File: src/rtl/wdg_pkg.sv
package wdg_pkg;
    localparam int WDG_CNT_W = 12;
    localparam int WDG_KEY_W = 16;
    localparam int WDG_PSC_W = 3;
    localparam int WDG_DIV_W = 8;

    localparam logic [WDG_KEY_W-1:0] KEY_START   = 16'hCCCC;
    localparam logic [WDG_KEY_W-1:0] KEY_REFRESH = 16'hAAAA;
    localparam logic [WDG_KEY_W-1:0] KEY_UNLOCK  = 16'h5555;
    localparam logic [WDG_KEY_W-1:0] KEY_LOCK    = 16'h0000;

    localparam logic [1:0] ADR_KEY  = 2'd0;
    localparam logic [1:0] ADR_PSC  = 2'd1;
    localparam logic [1:0] ADR_RLD  = 2'd2;
    localparam logic [1:0] ADR_WIN  = 2'd3;

    typedef enum logic [2:0] {
        ACT_NONE,
        ACT_START,
        ACT_REFRESH,
        ACT_UNLOCK,
        ACT_LOCK
    } key_act_e;

    typedef struct packed {
        logic [WDG_PSC_W-1:0] psc;
        logic [WDG_CNT_W-1:0] reload;
        logic [WDG_CNT_W-1:0] window;
    } wdg_cfg_t;

    // Terminal count of the prescaler counter: divide is 4 << code, code 7 clamps to 256.
    function automatic logic [WDG_DIV_W-1:0] psc_limit(input logic [WDG_PSC_W-1:0] code);
        logic [WDG_PSC_W-1:0] c;
        logic [WDG_DIV_W:0]   d;
        c = (code > 3'd6) ? 3'd6 : code;
        d = 9'd4 << c;
        return WDG_DIV_W'(d - 9'd1);
    endfunction
endpackage

File: src/rtl/wdg_keydec.sv
module wdg_keydec
    import wdg_pkg::*;
(
    input  logic                 wr_en,
    input  logic [1:0]           wr_addr,
    input  logic [WDG_KEY_W-1:0] wr_data,
    output key_act_e             act
);
    always_comb begin
        act = ACT_NONE;
        if (wr_en && wr_addr == ADR_KEY) begin
            case (wr_data)
                KEY_START:   act = ACT_START;
                KEY_REFRESH: act = ACT_REFRESH;
                KEY_UNLOCK:  act = ACT_UNLOCK;
                KEY_LOCK:    act = ACT_LOCK;
                default:     act = ACT_NONE;
            endcase
        end
    end
endmodule

File: src/rtl/wdg_cfg.sv
module wdg_cfg
    import wdg_pkg::*;
(
    input  logic                 clk,
    input  logic                 rst,
    input  key_act_e             act,
    input  logic                 wr_en,
    input  logic [1:0]           wr_addr,
    input  logic [WDG_KEY_W-1:0] wr_data,
    output wdg_cfg_t             cfg,
    output logic                 unlocked
);
    always_ff @(posedge clk) begin
        if (rst) begin
            unlocked   <= 1'b0;
            cfg.psc    <= '0;
            cfg.reload <= '1;
            cfg.window <= '1;
        end else begin
            if (act == ACT_UNLOCK) begin
                unlocked <= 1'b1;
            end else if (act == ACT_LOCK || act == ACT_REFRESH) begin
                unlocked <= 1'b0;
            end
            if (wr_en && unlocked) begin
                case (wr_addr)
                    ADR_PSC: cfg.psc    <= wr_data[WDG_PSC_W-1:0];
                    ADR_RLD: cfg.reload <= wr_data[WDG_CNT_W-1:0];
                    ADR_WIN: cfg.window <= wr_data[WDG_CNT_W-1:0];
                    default: ;
                endcase
            end
        end
    end
endmodule

File: src/rtl/wdg_prescale.sv
module wdg_prescale
    import wdg_pkg::*;
(
    input  logic                 clk,
    input  logic                 rst,
    input  logic                 run,
    input  logic                 clr,
    input  logic [WDG_PSC_W-1:0] code,
    output logic                 tick
);
    logic [WDG_DIV_W-1:0] pcnt;

    assign tick = run && (pcnt >= psc_limit(code));

    always_ff @(posedge clk) begin
        if (rst || clr || !run || tick) begin
            pcnt <= '0;
        end else begin
            pcnt <= pcnt + 1'b1;
        end
    end
endmodule

File: src/rtl/wdg_core.sv
module wdg_core
    import wdg_pkg::*;
(
    input  logic                 clk,
    input  logic                 rst,
    input  key_act_e             act,
    input  logic                 tick,
    input  wdg_cfg_t             cfg,
    output logic [WDG_CNT_W-1:0] cnt,
    output logic                 running,
    output logic                 bite,
    output logic                 psc_clr
);
    logic win_on, early, start_ev, reload_ev;

    assign win_on    = (cfg.window != '1);
    assign start_ev  = (act == ACT_START) && !running;
    assign early     = running && (act == ACT_REFRESH) && win_on && (cnt > cfg.window);
    assign reload_ev = start_ev || ((act == ACT_REFRESH) && !early);
    assign psc_clr   = reload_ev;

    always_ff @(posedge clk) begin
        if (rst) begin
            cnt     <= '1;
            running <= 1'b0;
            bite    <= 1'b0;
        end else begin
            bite <= early;
            if (start_ev) begin
                running <= 1'b1;
            end
            if (reload_ev) begin
                cnt <= cfg.reload;
            end else if (running && tick) begin
                if (cnt <= WDG_CNT_W'(1)) begin
                    bite <= 1'b1;
                    cnt  <= cfg.reload;
                end else begin
                    cnt <= cnt - 1'b1;
                end
            end
        end
    end
endmodule

File: src/rtl/wdg_top.sv
module wdg_top
    import wdg_pkg::*;
#(
    parameter int DATA_W = WDG_KEY_W
) (
    input  logic              clk,
    input  logic              rst,
    input  logic              wr_en,
    input  logic [1:0]        wr_addr,
    input  logic [DATA_W-1:0] wr_data,
    input  logic [1:0]        rd_addr,
    output logic [DATA_W-1:0] rd_data,
    output logic              running,
    output logic              bite
);
    key_act_e             act;
    wdg_cfg_t             cfg;
    logic                 unlocked;
    logic                 tick;
    logic                 psc_clr;
    logic [WDG_CNT_W-1:0] cnt_q;

    wdg_keydec u_key (
        .wr_en   (wr_en),
        .wr_addr (wr_addr),
        .wr_data (wr_data),
        .act     (act)
    );

    wdg_cfg u_cfg (
        .clk      (clk),
        .rst      (rst),
        .act      (act),
        .wr_en    (wr_en),
        .wr_addr  (wr_addr),
        .wr_data  (wr_data),
        .cfg      (cfg),
        .unlocked (unlocked)
    );

    wdg_prescale u_psc (
        .clk  (clk),
        .rst  (rst),
        .run  (running),
        .clr  (psc_clr),
        .code (cfg.psc),
        .tick (tick)
    );

    wdg_core u_core (
        .clk     (clk),
        .rst     (rst),
        .act     (act),
        .tick    (tick),
        .cfg     (cfg),
        .cnt     (cnt_q),
        .running (running),
        .bite    (bite),
        .psc_clr (psc_clr)
    );

    always_comb begin
        case (rd_addr)
            ADR_KEY: rd_data = DATA_W'(cnt_q);
            ADR_PSC: rd_data = DATA_W'(cfg.psc);
            ADR_RLD: rd_data = DATA_W'(cfg.reload);
            default: rd_data = DATA_W'(cfg.window);
        endcase
    end
endmodule

File: config.mk
export PLATFORM = sky130hd
export DESIGN_NAME = wdg_top
export DESIGN_NICKNAME = d
export VERILOG_FILES = /design/src/rtl/wdg_pkg.sv /design/src/rtl/wdg_keydec.sv /design/src/rtl/wdg_cfg.sv /design/src/rtl/wdg_prescale.sv /design/src/rtl/wdg_core.sv /design/src/rtl/wdg_top.sv
export SDC_FILE = /design/constraint.sdc
export NUM_CORES = 1
export LEC_CHECK = 0
export BUFFER_PORTS_ARGS = -buffer_cell sky130_fd_sc_hd__clkbuf_2
export CELL_PAD_IN_SITES_DETAIL_PLACEMENT = 1
export CELL_PAD_IN_SITES_GLOBAL_PLACEMENT = 1
export CORE_MARGIN = 3
export CORE_UTILIZATION = 40
export DETAILED_ROUTE_END_ITERATION = 12
export PLACE_DENSITY = 0.79
export SYNTH_ARGS = -nofsm -noshare
export SYNTH_HDL_FRONTEND = slang
export SYNTH_SLANG_ARGS = --single-unit
File: constraint.sdc
create_clock -name clk -period 2.25 [get_ports clk]
set_clock_uncertainty 0.1 [all_clocks]
set_input_delay 0 -clock clk [delete_from_list [all_inputs] [get_ports clk]]
set_output_delay 0 -clock clk [all_outputs]
set_load 0.01 [all_outputs]
==> run metrics <==
Final #Nets 500; Final Util 55.4%; Multi-input gate area 0.00212 mm^2; Root Driver clkbuf_8; drt total wl 11100 um; global-route usage over all layers 24.8%; die area 0.00906 mm^2; Initial Util 42.5%; H-tree Lvls 2; antenna-violating nets left 0; Setup crit end kind register; Post-DP Area 0.00375 mm^2; Pwr per Cell Area 386 mW/mm^2; Tcrit/Tclk final 105%; DRC violation count after routing 0; CP Max Fanout 6; clock period minus worst slack 2360 ps; Final GP Congestion 0.887; Setup-failing EPs final 16; critical-path cell list nor3_4 > ha_1 > a21oi_1 > o211ai_1 > o41a_1 > buf_6 > a21oi_2 > a31oi_1 > o32a_2; ys flop type dfxtp_1; FF+latch area 0.00101 mm^2; largest net degree at the start of global routing 34; cells after synthesis 370; TritonCTS clock tree done; Vias 3276; clk_lat worst skew 320 ps; clock tree buffer depth 2; kind of critical path register to register; Chip Height 95.2 um; CTS sink count 50; Worst path max stage delay 450 ps; Mapped Area 0.00318 mm^2; FFs w/ async S/R, synth 0%; cell total after placement 533; Synth Area per Inst 8.60 um^2; post-route insts no fill 556; Worst setup SP type register; fillers 870; failing checks setup timing; detailed placement HPWL 8090 um; required time of the critical path 2360 ps; CP arrival 2470 ps; Cell variety after synth 63; ant diodes 0; vias per inst 5.89; cts bufs inserted 5; RSZ-0062 raised after global routing true; Pwr Total 1.60 mW; number of enable flip-flop cells after synthesis 0; Clock transition at path regs 110 ps; DR WL/cell 19.9 um; setup_tns -1150 ps; first-pass GRT wire length 17200 um; vias in the first global route 3317; Slowest cell on crit path o41a_1; drt first pass iters 6; chip width 95.2 um; Yosys reg bits 50; maxcap violations 0; PortBufs 36; Yosys warning total 0; status complete, but fails checks; cell area after layout 0.00414 mm^2; synthesis-to-finish area growth 30.2%; slew margin rel. 56.0%; Fin. Hold Viols 0; antenna violations before repair 0; final setup margin -106 ps; peak supply drop 0.000215 V; I/O pin cnt 41; Final Max Slew Viols 0; part of the Yosys area used for sequential elements 31.4%; layout cells sized above 1 31.5%; leakage 1.84 nW; worst slew pin tran 658 ps; Fmax 424 MHz; HP Class primary input to register; row count 31; 1st-iter DRT viols 142; core footprint 0.00749 mm^2; GRT overflow 0
-- cell type report --
| cell class | count | share of cell area, % |
|---|---|---|
| Clock inverter | 3 | 0.513 |
| Sequential cell | 50 | 24.4 |
| Multi-Input combinational cell | 274 | 51.1 |
| Timing Repair Buffer | 97 | 16.8 |
| Tap cell | 99 | 2.99 |
| Clock buffer | 5 | 1.66 |
| Inverter | 28 | 2.54 |
-- power breakdown --
group	internal, mW	leakage (nW)	switching (mW)
registers	0.881	0.407	0.00000240
logic	0.0662	1.39	0.0904
clock network	0.220	0.0441	0.343
total	1.17	1.84	0.433
-- layout by cell type (no fill, tap or decap), types with 10 or more instances in the layout --
master / Yosys / routed
o21ai_0: 21 / 15
nor2_1: 22 / 21
nand2_1: 42 / 41
dlygate4sd3_1: 0 / 11
dfxtp_1: 50 / 47
ha_1: 21 / 19
o221ai_2: 9 / 10
inv_1: 27 / 27
nor3_1: 17 / 14
buf_4: 4 / 44
clkbuf_2: 0 / 36
o211ai_1: 24 / 24
-- cell usage after synthesis, types with 3 or more instances --
cell type / count / area share [%]
a21oi_1: 6 / 0.94
a22o_1: 9 / 2.5
a22oi_1: 5 / 1.2
and3_1: 6 / 1.2
buf_4: 4 / 0.94
clkbuf_1: 13 / 1.5
dfxtp_1: 50 / 31
ha_1: 21 / 8.3
inv_1: 27 / 3.2
mux2i_1: 9 / 2.8
mux4_2: 3 / 2.1
nand2_1: 42 / 5.0
nand3_1: 9 / 1.4
nand4_1: 9 / 1.8
nor2_1: 22 / 2.6
nor2b_1: 3 / 0.59
nor3_1: 17 / 2.7
nor4_1: 4 / 0.79
o211ai_1: 24 / 5.7
o21a_1: 4 / 0.94
o21ai_0: 21 / 3.3
o221ai_2: 9 / 4.2
xor2_1: 5 / 1.4
-- final timing paths --
path | endpoint | cells after the start | slack [ps] | start
worst min register to register | u_cfg.cfg[21] | 2 | 400 | u_cfg.cfg[21]
worst max register to register | u_core.cnt[9] | 9 | -110 | u_cfg.cfg[24]
worst max-delay path | u_core.cnt[9] | 9 | -110 | u_cfg.cfg[24]
worst min-delay path | u_cfg.cfg[6] | 4 | 30 | wr_data[6]
-- state kept, by name, indices dropped and copies added, names as in the netlist --
register,cells
u_psc.pcnt,8
u_cfg.cfg,27
u_core.running,1
u_core.cnt,12
u_cfg.unlocked,1
u_core.bite,1
-- critical path: cells and delay by family (launching register included) --
| family | cells | cell delay, ps |
|---|---|---|
| AND/OR/NAND/NOR | 1 | 170 |
| AO/OA/AOI/OAI | 6 | 1170 |
| flip-flops | 1 | 380 |
| buffers and inverters | 1 | 190 |
| adder cells (fa/ha/maj) | 1 | 250 |
-- through the flow --
| step | setup WS [ps] | hold WS [ps] |
|---|---|---|
| finish | -106 | 28.2 |
| global route | -221 | 36.4 |
| CTS | -126 | 22.2 |
| detailed placement | -168 | 185 |
| global placement | -62.7 | 174 |
| floorplan | 2.95 | 28.5 |
-- per-layer routing --
metal  part of all wire (%)  wire length, um  track usage (%)
met4                    3.3              363             7.81
met2                     49             5440             42.6
met5                      0                0                0
met3                    4.9              540             3.24
met1                     43             4740             32.1
-- logic make-up after synthesis --
group                      Yosys count  synth area share [%]
and+or+nand+nor                    130                  21.7
AOI/OAI and AO/OA                  100                  24.8
DFF                                 50                  31.4
buffers and inverters               49                  6.76
adders and majority gates           21                  8.25
muxes                               13                  5.31
xor gates and xnor gates             6                  1.65
other                                1                 0.118
-- what timing repair did --
item / 4_1_cts / 5_1_grt
endpoints found under the hold margin: 26 / 0
buffers inserted: 2 / 1
gates cloned: 0 / 1
hold buffers: 11 / 0
gates resized for setup: 17 / 28
setup endpoints to repair: 21 / 21
pin swaps: 1 / 18
Power figures use the tool's default switching activity.
